File: src/rtl/pvpa_pkg.sv
`timescale 1ns/1ps
package pvpa_pkg;
  localparam int NSEG = 4;

  typedef int unsigned seg_w_t [NSEG];

  // Base bit of segment k: the summed widths of the segments below it
  function automatic int unsigned seg_lsb(seg_w_t w, int unsigned k);
    int unsigned acc;
    acc = 0;
    for (int i = 0; i < NSEG; i++) begin
      if (i < int'(k)) acc += w[i];
    end
    return acc;
  endfunction

  function automatic int unsigned total_w(seg_w_t w);
    int unsigned acc;
    acc = 0;
    for (int i = 0; i < NSEG; i++) acc += w[i];
    return acc;
  endfunction
endpackage

File: src/rtl/pvpa_delay.sv
`timescale 1ns/1ps
// Fixed-depth register line with synchronous clear; depth 0 is a wire
module pvpa_delay #(
  parameter int unsigned W     = 1,
  parameter int unsigned DEPTH = 1
) (
  input  logic         clk,
  input  logic         rst,
  input  logic [W-1:0] din,
  output logic [W-1:0] dout
);
  generate
    if (DEPTH == 0) begin : g_wire
      logic unused_ctl;
      assign unused_ctl = clk ^ rst;
      assign dout = din;
    end else begin : g_regs
      logic [W-1:0] stage_q [DEPTH];
      always_ff @(posedge clk) begin
        if (rst) begin
          for (int i = 0; i < int'(DEPTH); i++) stage_q[i] <= '0;
        end else begin
          stage_q[0] <= din;
          for (int i = 1; i < int'(DEPTH); i++) stage_q[i] <= stage_q[i-1];
        end
      end
      assign dout = stage_q[DEPTH-1];
    end
  endgenerate
endmodule

File: src/rtl/pvpa_segment.sv
`timescale 1ns/1ps
// One accumulator slice: holds its own word slice, adds it with the
// registered carry from the slice below, and registers its carry out.
module pvpa_segment #(
  parameter int unsigned W = 8
) (
  input  logic         clk,
  input  logic         rst,
  input  logic         ld,
  input  logic [W-1:0] slice,
  input  logic         cin,
  output logic [W-1:0] sum_q,
  output logic         cout_q
);
  logic [W-1:0] word_q;
  logic [W-1:0] addend;
  logic [W:0]   total;

  // A preset slice is used on the edge it arrives, not one edge later
  always_comb begin
    addend = ld ? slice : word_q;
    total  = {1'b0, sum_q} + {1'b0, addend} + {{W{1'b0}}, cin};
  end

  always_ff @(posedge clk) begin
    if (rst) begin
      word_q <= '0;
      sum_q  <= '0;
      cout_q <= 1'b0;
    end else begin
      if (ld) word_q <= slice;
      sum_q  <= total[W-1:0];
      cout_q <= total[W];
    end
  end

  // a carry out means the slice wrapped, so it cannot have grown
  assert_carry_wraps_R1: assert property (@(posedge clk) disable iff (rst)
    (!$past(rst) && cout_q) |-> (sum_q <= $past(sum_q)));
  // no carry out means the slice did not wrap
  assert_no_carry_grows_R1: assert property (@(posedge clk) disable iff (rst)
    (!$past(rst) && !cout_q) |-> (sum_q >= $past(sum_q)));
  // the held word slice changes only through a preset
  assert_word_held_R6: assert property (@(posedge clk) disable iff (rst)
    (!$past(rst) && !$past(ld)) |-> $stable(word_q));
endmodule

File: src/rtl/pvpa_phase_acc.sv
`timescale 1ns/1ps
module pvpa_phase_acc
  import pvpa_pkg::*;
#(
  parameter seg_w_t SEG_W = '{12, 7, 7, 6},
  localparam int unsigned PHASE_W = total_w(SEG_W)
) (
  input  logic               clk,
  input  logic               rst,
  input  logic               load,
  input  logic [PHASE_W-1:0] tuning_word,
  output logic [PHASE_W-1:0] phase,
  output logic               phase_valid
);
  localparam int unsigned FILL_W = $clog2(NSEG);
  localparam logic [FILL_W-1:0] FILL_END = FILL_W'(NSEG - 1);

  logic [NSEG:0] carry;
  assign carry[0] = 1'b0;

  logic unused_top_carry;
  assign unused_top_carry = carry[NSEG];

  generate
    for (genvar k = 0; k < NSEG; k++) begin : g_seg
      localparam int unsigned SW  = SEG_W[k];
      localparam int unsigned LSB = seg_lsb(SEG_W, k);

      logic [SW:0]   pre_in;
      logic [SW:0]   pre_out;
      logic [SW-1:0] seg_sum;

      assign pre_in = {load, tuning_word[LSB +: SW]};

      // Staggered preset: slice k of a new word and its strobe arrive k edges late
      pvpa_delay #(.W(SW + 1), .DEPTH(k)) u_preset (
        .clk (clk),
        .rst (rst),
        .din (pre_in),
        .dout(pre_out)
      );

      pvpa_segment #(.W(SW)) u_seg (
        .clk   (clk),
        .rst   (rst),
        .ld    (pre_out[SW]),
        .slice (pre_out[SW-1:0]),
        .cin   (carry[k]),
        .sum_q (seg_sum),
        .cout_q(carry[k+1])
      );

      // Alignment: lower slices wait for the top slice to catch up
      pvpa_delay #(.W(SW), .DEPTH(NSEG - 1 - k)) u_align (
        .clk (clk),
        .rst (rst),
        .din (seg_sum),
        .dout(phase[LSB +: SW])
      );
    end
  endgenerate

  logic [FILL_W-1:0] fill_q;
  always_ff @(posedge clk) begin
    if (rst)                  fill_q <= '0;
    else if (fill_q != FILL_END) fill_q <= fill_q + FILL_W'(1);
  end
  assign phase_valid = (fill_q == FILL_END);

  // valid, once up, holds until reset
  assert_valid_hold_R3: assert property (@(posedge clk) disable iff (rst)
    phase_valid |=> phase_valid);
  // valid needs three reset-free edges behind it
  assert_valid_fill_R3: assert property (@(posedge clk) disable iff (rst)
    phase_valid |-> (!$past(rst) && !$past(rst, 2) && !$past(rst, 3)));
  // with no load behind this step, the step size repeats
  assert_step_hold_R4: assert property (@(posedge clk) disable iff (rst)
    (phase_valid && $past(phase_valid, 3) && !$past(load, 4)) |->
      ((phase - $past(phase)) == ($past(phase) - $past(phase, 2))));
  // the step three edges after a load equals the loaded word
  assert_load_take_R5: assert property (@(posedge clk) disable iff (rst)
    (phase_valid && $past(phase_valid, 3) && $past(load, 4)) |->
      ((phase - $past(phase)) == $past(tuning_word, 4)));
endmodule

File: config.mk
export PLATFORM = sky130hd
export DESIGN_NAME = pvpa_phase_acc
export DESIGN_NICKNAME = d
export VERILOG_FILES = /design/src/rtl/pvpa_pkg.sv /design/src/rtl/pvpa_delay.sv /design/src/rtl/pvpa_segment.sv /design/src/rtl/pvpa_phase_acc.sv
export SDC_FILE = /design/constraint.sdc
export NUM_CORES = 1
export LEC_CHECK = 0
export CORE_MARGIN = 2
export CORE_UTILIZATION = 40
export CTS_BUF_LIST = sky130_fd_sc_hd__clkbuf_4 sky130_fd_sc_hd__clkbuf_8
export CTS_CLUSTER_DIAMETER = 150
export DETAILED_ROUTE_END_ITERATION = 7
export SETUP_SLACK_MARGIN = 0.3
export SLEW_MARGIN = 25
export SYNTH_ARGS = -nofsm -noshare
export SYNTH_HDL_FRONTEND = slang
export SYNTH_SLANG_ARGS = --single-unit
File: constraint.sdc
create_clock -name clk -period 2.76 [get_ports clk]
set_input_delay 0.552 -clock clk [delete_from_list [all_inputs] [get_ports clk]]
set_output_delay 0.552 -clock clk [all_outputs]
set_load 0.005 [all_outputs]
[Yosys cells after proc, flatten, opt, wreduce, memory -nomap -nowiden]
Memory sizes are Yosys's and may differ from the RTL's.
Index checks and enable logic that the tools add are counted.
Cells by class
  mux-type cells: 21
  reductions and logical operators: 2
  eq/ne operators: 2
  bitwise operators: 10
  add/sub/neg operators: 8
Operators by type and width (number)
  2-to-1 mux 7 bit: 8
  2-to-1 mux 12 bit: 4
  2-to-1 mux 8 bit: 3
  adder 7 x 7 -> 8 bit: 2
  adder 8 x 1 -> 8 bit: 2
  adder 12 x 12 -> 13 bit: 1
  bitwise OR 1 bit: 10
  OR reduction 8 bit: 1
  OR reduction 7 bit: 1
  adder 6 x 1 -> 6 bit: 1
  adder 6 bit: 1
  2-to-1 mux 6 bit: 1
  2-to-1 mux 1 bit: 5
  adder 2 x 1 -> 2 bit (second input constant): 1
  equality test 2 bit (second input constant): 1
  inequality test 2 bit (second input constant): 1
Word-level totals
  register bits: 69
  memories: 6
  input port bits: 35
  RAM bits: 102
  word-level logic and storage cells: 61
Memory list
  g_seg[0].u_align.g_regs.stage_q: depth 3, bits a word 12, rd ports 3, clocked after Yosys merged registers in 0, wr ports 3, RTL line pvpa_delay.sv:18  | logic [W-1:0] stage_q [DEPTH];
  g_seg[3].u_preset.g_regs.stage_q: depth 3, bits a word 7, rd ports 3, clocked after Yosys merged registers in 0, wr ports 3, RTL line pvpa_delay.sv:18
  g_seg[2].u_preset.g_regs.stage_q: depth 2, bits a word 8, rd ports 2, clocked after Yosys merged registers in 0, wr ports 2, RTL line pvpa_delay.sv:18
  g_seg[1].u_align.g_regs.stage_q: depth 2, bits a word 7, rd ports 2, clocked after Yosys merged registers in 0, wr ports 2, RTL line pvpa_delay.sv:18
  g_seg[1].u_preset.g_regs.stage_q: depth 1, bits a word 8, rd ports 1, clocked after Yosys merged registers in 0, wr ports 1, RTL line pvpa_delay.sv:18
  g_seg[2].u_align.g_regs.stage_q: depth 1, bits a word 7, rd ports 1, clocked after Yosys merged registers in 0, wr ports 1, RTL line pvpa_delay.sv:18

[Logic depth before layout (Yosys ltp)]
Gate-level depths: netlist of the first run.
An unclocked memory read counts as a cell.
  depth after elaboration: 4
  gate-level depth with buffers: 10
  mapped depth without buffers: 9

[Cells and area by module]
A second synthesis of the first run with hierarchy kept.
Second synthesis, totals
  cells, all modules: 614
  area total of the unflattened synthesis: 6874.1 sq um
By module, submodules not included
  pvpa_segment (g_seg[1].u_seg ...): cells an instance 75, times used 2, seq. area each 300.3 sq um, area an instance 762.0 sq um
  pvpa_segment (g_seg[0].u_seg): cells an instance 126, times used 1, seq. area each 500.5 sq um, area an instance 1307.5 sq um
  pvpa_delay (g_seg[0].u_align): cells an instance 87, times used 1, seq. area each 720.7 sq um, area an instance 1084.8 sq um
  pvpa_delay (g_seg[3].u_preset): cells an instance 51, times used 1, seq. area each 420.4 sq um, area an instance 676.9 sq um
  pvpa_segment (g_seg[3].u_seg): cells an instance 65, times used 1, seq. area each 260.2 sq um, area an instance 664.4 sq um
  pvpa_delay (g_seg[2].u_preset): cells an instance 41, times used 1, seq. area each 320.3 sq um, area an instance 524.3 sq um
  pvpa_delay (g_seg[1].u_align): cells an instance 36, times used 1, seq. area each 280.3 sq um, area an instance 460.4 sq um
  pvpa_delay (g_seg[1].u_preset): cells an instance 16, times used 1, seq. area each 160.2 sq um, area an instance 210.2 sq um
  pvpa_delay (g_seg[2].u_align): cells an instance 14, times used 1, seq. area each 140.1 sq um, area an instance 183.9 sq um
  pvpa_delay (g_seg[0].u_preset): cells an instance 13, times used 1, seq. area each 0.0 sq um, area an instance 97.6 sq um
  pvpa_phase_acc: cells an instance 9, times used 1, seq. area each 40.0 sq um, area an instance 95.1 sq um
  pvpa_delay (g_seg[3].u_align): cells an instance 6, times used 1, seq. area each 0.0 sq um, area an instance 45.0 sq um

[Worst setup path before layout of the first run]
Ideal clock, no wire load.
  kind: register to register
  start point: memory g_seg[3].u_preset.g_regs.stage_q[0][6] in the netlist's numbering
  end point: register g_seg[1].u_seg.sum_q[6]
  stages on the path, launching flop included: 11
  data required time: 2.638 ns
  data arrival time: 2.539 ns
  buffers on the path: 1
  clock period less this slack: 2.661 ns
  slack: 0.099 ns
  setup time: 0.122 ns
  path through: dfxtp_1 clkbuf_1 mux2_2 fa_1 inv_1 fa_1 nor2b_4 o21a_1 o21a_1 mux2_1 a311o_1
RTL lines
  start, declared: RTL line pvpa_delay.sv:18
  end signal, assigned: RTL line pvpa_segment.sv:32  | sum_q <= total[W-1:0];
  end, declared: RTL line pvpa_segment.sv:12  | output logic [W-1:0] sum_q,

==> impl_metrics.py, run 1 <==
metrics = {
    "placement": {
        "placed_cell_area_um2": 7260,
        "placed_cells": 840,
        "dpl.hpwl_um": 7410,
        "place.gp.congestion": 0.764,
        "port_buffers": 67,
    },
    "finish": {
        "layout.cells.non_filler": 872,
        "fin_util_pct": 49.8,
        "seq_area_um2": 3370,
        "multi_input_comb_area_um2": 2710,
        "drive_gt1_share_pct": 16.3,
        "fin_nets": 721,
        "design_area_um2": 7630,
        "syn2layout_area_growth_pct": 21.0,
        "antenna_cells": 0,
        "fill_cells": 1413,
    },
    "synth": {
        "synth_area_um2": 6310,
        "synth_top_area_share_pct": 53.3,
        "ys_seq_area_share_pct": 53.3,
        "synth-adder-area-share_pct": 7.97,
        "synth_top_area_cell": "dfxtp_1",
        "async_reset_ff_share_pct": 0,
        "postSynthCellCount": 580,
        "syn_nets": 651,
        "yosysWarnings": 0,
        "synthMuxAreaShare_pct": 6.32,
        "synth_most_common_cell": "dfxtp_1",
        "ys_types": 45,
        "synth_top_family_by_area": "simple AND/OR/NAND/NOR gates",
        "synth-xor-area-share_pct": 1.53,
        "synth-compound-area-share_pct": 7.30,
        "synthTopCellsByArea": "dfxtp_1, nor2b_1, ha_1",
        "postSynthAreaPerCell_um2": 10.9,
        "synth-seq-cells": 168,
        "synthSimpleGateAreaFrac_pct": 18.7,
        "synth_flop_cell": "dfxtp_1",
        "synthTopCellsByCount": "dfxtp_1, nor2b_1, nor2_1",
        "synth_enable_flop_cells": 0,
    },
    "drt": {
        "drc": 0,
        "via_per_inst": 4.50,
        "antenna_left": 0,
        "wl_um": 10600,
        "vias": 3928,
        "wire_per_inst_um": 12.2,
        "drt_iter0_markers": 192,
        "dr.pass1.iters": 4,
    },
    "clock_tree": {
        "ctsRootBufferMaster": "clkbuf_8",
        "ctsLongestPathBuffers": 2,
        "h-tree-depth": 4,
        "clock-sinks": 168,
        "holdBufCountCts": 0,
        "cts_tree": "done",
        "clkTransAtPathRegs_ns": 0.09,
        "cts-buffers-inserted": 17,
        "insertion_delay_ns": 0.45,
    },
    "setup_path": {
        "crit_type": "register to register",
        "crit_fanout": 2,
        "cp-start-kind": "register",
        "worstPathArrival_ns": 2.79,
        "worstPathRequired_ns": 3.09,
        "critPathCaptureType": "register",
    },
    "floorplanning": {
        "die_y_um": 130,
        "rows": 45,
        "dieArea_um2": 16800,
        "die_w_um": 130,
        "num_io_pins": 68,
        "core_area_um2": 15300,
        "start_util_pct": 41.2,
    },
    "hold_path": {
        "hold_class": "register to register",
    },
    "grt": {
        "grt_overflow": 0,
        "antenna_found_initial": 0,
        "grt_pass1_wl_um": 17900,
        "grt_pass1_vias": 3966,
        "grtUsageTotal_pct": 13.6,
        "grt_max_degree": 146,
    },
    "sta": {
        "finalCritPeriodShare_pct": 89.0,
        "fmax_ghz": 0.407,
        "slew_headroom_pct": 58.0,
        "rsz0062_at_grt": "yes",
        "finalSetupViolations": 0,
        "slew_violations": 0,
        "fin_skew_ns": 0.0114,
        "tns_ns": 0,
        "hold_viol": 0,
        "fin_crit_ns": 2.46,
        "worstMarginPinSlew_ns": 0.630,
    },
    "pwr": {
        "powerDensity_nw_per_um2": 683,
        "clkPwrFrac_pct": 29.5,
        "p_comb_share_pct": 18.3,
        "p_switching_uw": 1370,
        "ir_drop_mv": 0.286,
        "switching_share_pct": 26.3,
        "pwr-share-seq_pct": 52.2,
        "internal-power_uw": 3840,
        "leakagePower_uw": 0.00312,
    },
    "flow_run": {
        "cap_violations": 0,
    },
    "run_status": {
        "status": "completed",
    },
}
registers in the layout, summed over array words and instances, names as in the netlist:
name                           flops
g_seg.u_align.g_regs.stage_q      57
g_seg.u_preset.g_regs.stage_q     42
g_seg.u_seg.sum_q                 32
g_seg.u_seg.word_q                32
g_seg.u_seg.cout_q                 3
fill_q                             2
placed cells by master, fill, tap and decap left out, types with 6 or more instances in the layout:
cell             instances
and2_1                  28
xnor2_1                  6
clkdlybuf4s50_1         65
ha_1                    27
nor2_1                  33
mux2_2                  25
nand2_1                  8
nor3_1                   9
buf_4                   26
nor2b_1                104
o21ai_0                 11
inv_1                   18
a21oi_1                 15
clkbuf_8                20
dfxtp_1                166
repair_timing:
| item | in CTS | in global routing |
|---|---|---|
| pin swaps | 4 | 3 |
| hold endpoints to repair | 0 | 0 |
| gates resized for setup | 4 | 4 |
| endpoints found under the setup margin | 9 | 7 |
| setup buffers | 1 | 1 |
cell type report:
class	count	share of cell area, %
repair buffers	93	11.4
well taps	211	3.46
inverters	21	1.03
clock inverters	10	0.951
clock buffers	20	3.61
multi-input cells	349	35.5
flip-flops and latches	168	44.1
metrics by stage:
| stage | setup WS [ns] | hold WS, ns | power, uW |
|---|---|---|---|
| finish | 0.302 | 0.435 | 5210 |
| floorplan | 0.303 | 0.414 | 3400 |
| global route | 0.235 | 0.458 | 5510 |
| CTS | 0.293 | 0.443 | 5290 |
| global placement | -0.315 | 0.417 | 3690 |
| detailed placement | -0.376 | 0.424 | 3730 |
worst max-delay path, stage by stage, from the launching register on:
cell	delay, ns
dfxtp_2	0.35
mux2_4	0.32
fa_2	0.37
inv_2	0.07
fa_2	0.22
nor2b_4	0.05
o21a_1	0.18
o21a_1	0.22
mux2_4	0.30
a311o_1	0.27
kinds of logic after synthesis:
logic type,Yosys count
fa+ha+maj,36
mux,36
flops,168
compound gates,64
buf+inv,63
simple gates,202
xor+xnor,11
per-layer routing:
metal | share of wire [%] | GRT usage (%) | vias up
li1 | - | - | 2032
met1 | 49 | 17.6 | 1804
met2 | 45 | 20.9 | 79
met3 | 5.0 | 4.54 | 13
met4 | 1.4 | 5.50 | 0
met5 | 0 | 0 | -
path summary, 6_finish.rpt:
path	slack [ns]	depth (start not counted)	start	endpoint
max	0.30	9	g_seg[3].u_preset.g_regs.stage_q[0][13]	g_seg[2].u_seg.sum_q[6]
min	0.44	1	g_seg[0].u_align.g_regs.stage_q[0][0]	g_seg[0].u_align.g_regs.stage_q[0][12]
max reg2reg	0.30	9	g_seg[3].u_preset.g_regs.stage_q[0][13]	g_seg[2].u_seg.sum_q[6]
min reg2reg	0.44	1	g_seg[0].u_align.g_regs.stage_q[0][0]	g_seg[0].u_align.g_regs.stage_q[0][12]
power groups by stage:
stage / combinational, uW / clock (uW) / sequential, uW
final: 953 / 1540 / 2720
after floorplan: 660 / 0 / 2740
after CTS: 958 / 1610 / 2720
after global routing: 1070 / 1700 / 2740
after detailed placement: 952 / 0 / 2780
after global placement: 917 / 0 / 2780
Note: power is estimated with default switching activity, not from simulation.
==> inputs of run 2 (changes only) <==
--- a/config.mk
+++ b/config.mk
@@ -14,4 +14,5 @@
 export SLEW_MARGIN = 25
 export SYNTH_ARGS = -nofsm -noshare
 export SYNTH_HDL_FRONTEND = slang
+export SYNTH_HIERARCHICAL = 1
 export SYNTH_SLANG_ARGS = --single-unit
==> constraint.sdc (replaced) <==
create_clock -name clk -period 2.76 [get_ports clk]
set_input_delay 0.552 -clock clk [delete_from_list [all_inputs] [get_ports clk]]
set_output_delay 0.552 -clock clk [all_outputs]
set_load 0.1 [all_outputs]
==> run 2 against run 1 <==
- core utilization decreased by 2.5 points
- setup slack got worse by 0.081 ns
- via count rose by 2.0%
- total power grew 9.6%
- wire length is essentially flat
- sequential power up 2%
- register-to-register slack got worse by 0.03 ns
- sequential share of layout area decreased by 0.61 points
- die area grew 8.0%
- non-clock buffer count increased by 1
- global-route usage is 1.1 points lower
- synthesized area rose by 8.2%
==> impl_metrics.py, run 2 <==
metrics = {
    "drt": {
        "via_per_inst": 4.54,
        "antenna_left": 0,
        "wire_per_inst_um": 12.0,
        "drc": 0,
        "wl_um": 10600,
        "dr.pass1.iters": 4,
        "drt_iter0_markers": 180,
        "vias": 4005,
    },
    "run_status": {
        "status": "completed",
    },
    "finish": {
        "most-common-layout-cells": "dfxtp_1, nor2b_1, buf_4, nor2b_2",
        "drive_gt1_share_pct": 29.8,
        "antenna_cells": 0,
        "largestRegisters": "g_seg.u_align/g_regs.stage_q x57, g_seg.u_preset/g_regs.stage_q x45",
        "regMostFlops": "g_seg.u_align/g_regs.stage_q",
        "design_area_um2": 7870,
        "layout.cells.non_filler": 882,
        "syn2layout_area_growth_pct": 15.2,
        "mostFrequentLayoutCell": "dfxtp_1",
        "fill_cells": 1555,
        "largest_reg_flops": 57,
        "fin_nets": 723,
    },
    "sta": {
        "hold_viol": 0,
        "fin_skew_ns": 0.00994,
        "finalSetupViolations": 0,
        "rsz0062_at_grt": "yes",
        "worstMarginPinSlew_ns": 0.874,
        "fin_crit_ns": 2.54,
        "fmax_ghz": 0.394,
        "finalCritPeriodShare_pct": 92.0,
        "slew_violations": 0,
        "slew_headroom_pct": 41.7,
    },
    "setup_path": {
        "cp-start-kind": "input pin",
        "crit_type": "input pin to register",
        "worstPathRequired_ns": 3.11,
        "worstPathArrival_ns": 2.88,
        "crit_fanout": 2,
        "critPathCaptureType": "register",
    },
    "floorplanning": {
        "dieArea_um2": 18100,
        "start_util_pct": 41.0,
        "die_y_um": 135,
        "core_area_um2": 16600,
        "rows": 47,
        "die_w_um": 135,
        "num_io_pins": 68,
    },
    "clock_tree": {
        "ctsRootBufferMaster": "clkbuf_8",
        "holdBufCountCts": 0,
        "clock-sinks": 171,
        "cts_tree": "done",
        "cts-buffers-inserted": 17,
        "ctsLongestPathBuffers": 2,
        "clkTransAtPathRegs_ns": 0.09,
        "h-tree-depth": 4,
        "insertion_delay_ns": 0.45,
    },
    "synth": {
        "postSynthCellCount": 609,
        "yosysWarnings": 6,
        "syn_nets": 682,
        "synth_area_um2": 6830,
        "postSynthAreaPerCell_um2": 11.2,
    },
    "placement": {
        "place.gp.congestion": 0.867,
        "dpl.hpwl_um": 7390,
        "placed_cell_area_um2": 7370,
        "placed_cells": 847,
        "port_buffers": 67,
    },
    "pwr": {
        "ir_drop_mv": 0.322,
        "powerDensity_nw_per_um2": 726,
        "leakagePower_uw": 0.00331,
    },
    "grt": {
        "grt_pass1_vias": 3895,
        "antenna_found_initial": 0,
        "grtUsageTotal_pct": 12.5,
        "grt_overflow": 0,
        "grt_max_degree": 118,
        "grt_pass1_wl_um": 17800,
    },
    "hold_path": {
        "hold_class": "register to register",
    },
    "flow_run": {
        "cap_violations": 0,
    },
}
==> run 2: final timing paths <==
check	start	to	slack, ns	depth (start not counted)
max	load	g_seg[0].u_seg/cout_q	0.22	9
min reg2reg	g_seg[3].u_preset/g_regs.stage_q[0][10]	g_seg[3].u_preset/g_regs.stage_q[0][17]	0.44	1
max reg2reg	g_seg[0].u_seg/word_q[0]	g_seg[0].u_seg/cout_q	0.27	8
min	g_seg[3].u_preset/g_regs.stage_q[0][10]	g_seg[3].u_preset/g_regs.stage_q[0][17]	0.44	1
==> run 2: metal layers <==
metal	vias to the layer above	global-route usage, %	routed length, um	part of all wire [%]
li1	2054	-	-	-
met1	1873	15.2	4880	46
met2	59	20.4	5150	49
met3	19	3.57	359	3.4
met4	0	5.96	227	2.1
met5	-	0	0	0
==> run 2: per-stage QoR <==
stage | worst slack (ns) | setup TNS (ns) | hold WS (ns) | power [uW] | util [%]
finish | 0.221 | 0 | 0.440 | 5720 | 47.3
global placement | -0.666 | -4.15 | 0.420 | 3830 | 44.3
CTS | 0.207 | 0 | 0.440 | 5790 | 47.2
global route | 0.155 | 0 | 0.456 | 6040 | 47.3
detailed placement | -0.691 | -4.34 | 0.423 | 3860 | 44.3
floorplan | 0.119 | 0 | 0.411 | 3600 | -
==> run 2: final cells by class <==
type                    count  area, um2  share of cell area [%]
clock inverters            14        196                    2.50
repair buffers             94        801                    10.2
flip-flops and latches    171       3420                    43.5
clock buffers              17        234                    2.97
multi-input cells         356       2910                    36.9
well taps                 220        275                    3.50
inverters                  10       37.5                   0.477
==> run 2: timing repair <==
action	CTS	global route
setup buffers	2	2
pin swaps	7	3
resized for setup	11	4
endpoints found under the setup margin	8	7
==> run 2: worst max-delay path, cell delays in order <==
cell             delay (ns)
clkdlybuf4s15_2        0.21
mux2_4                 0.32
fa_2                   0.36
fa_2                   0.37
a211oi_2               0.22
o21bai_1               0.12
a221o_2                0.38
a2111oi_4              0.28
nor3_1                 0.07
==> run 2: power breakdown <==
group          total [uW]  switching (uW)  internal, uW
Sequential           2770            91.6          2670
Clock                1880             895           986
Combinational        1070             551           520
Total                5720            1540          4180
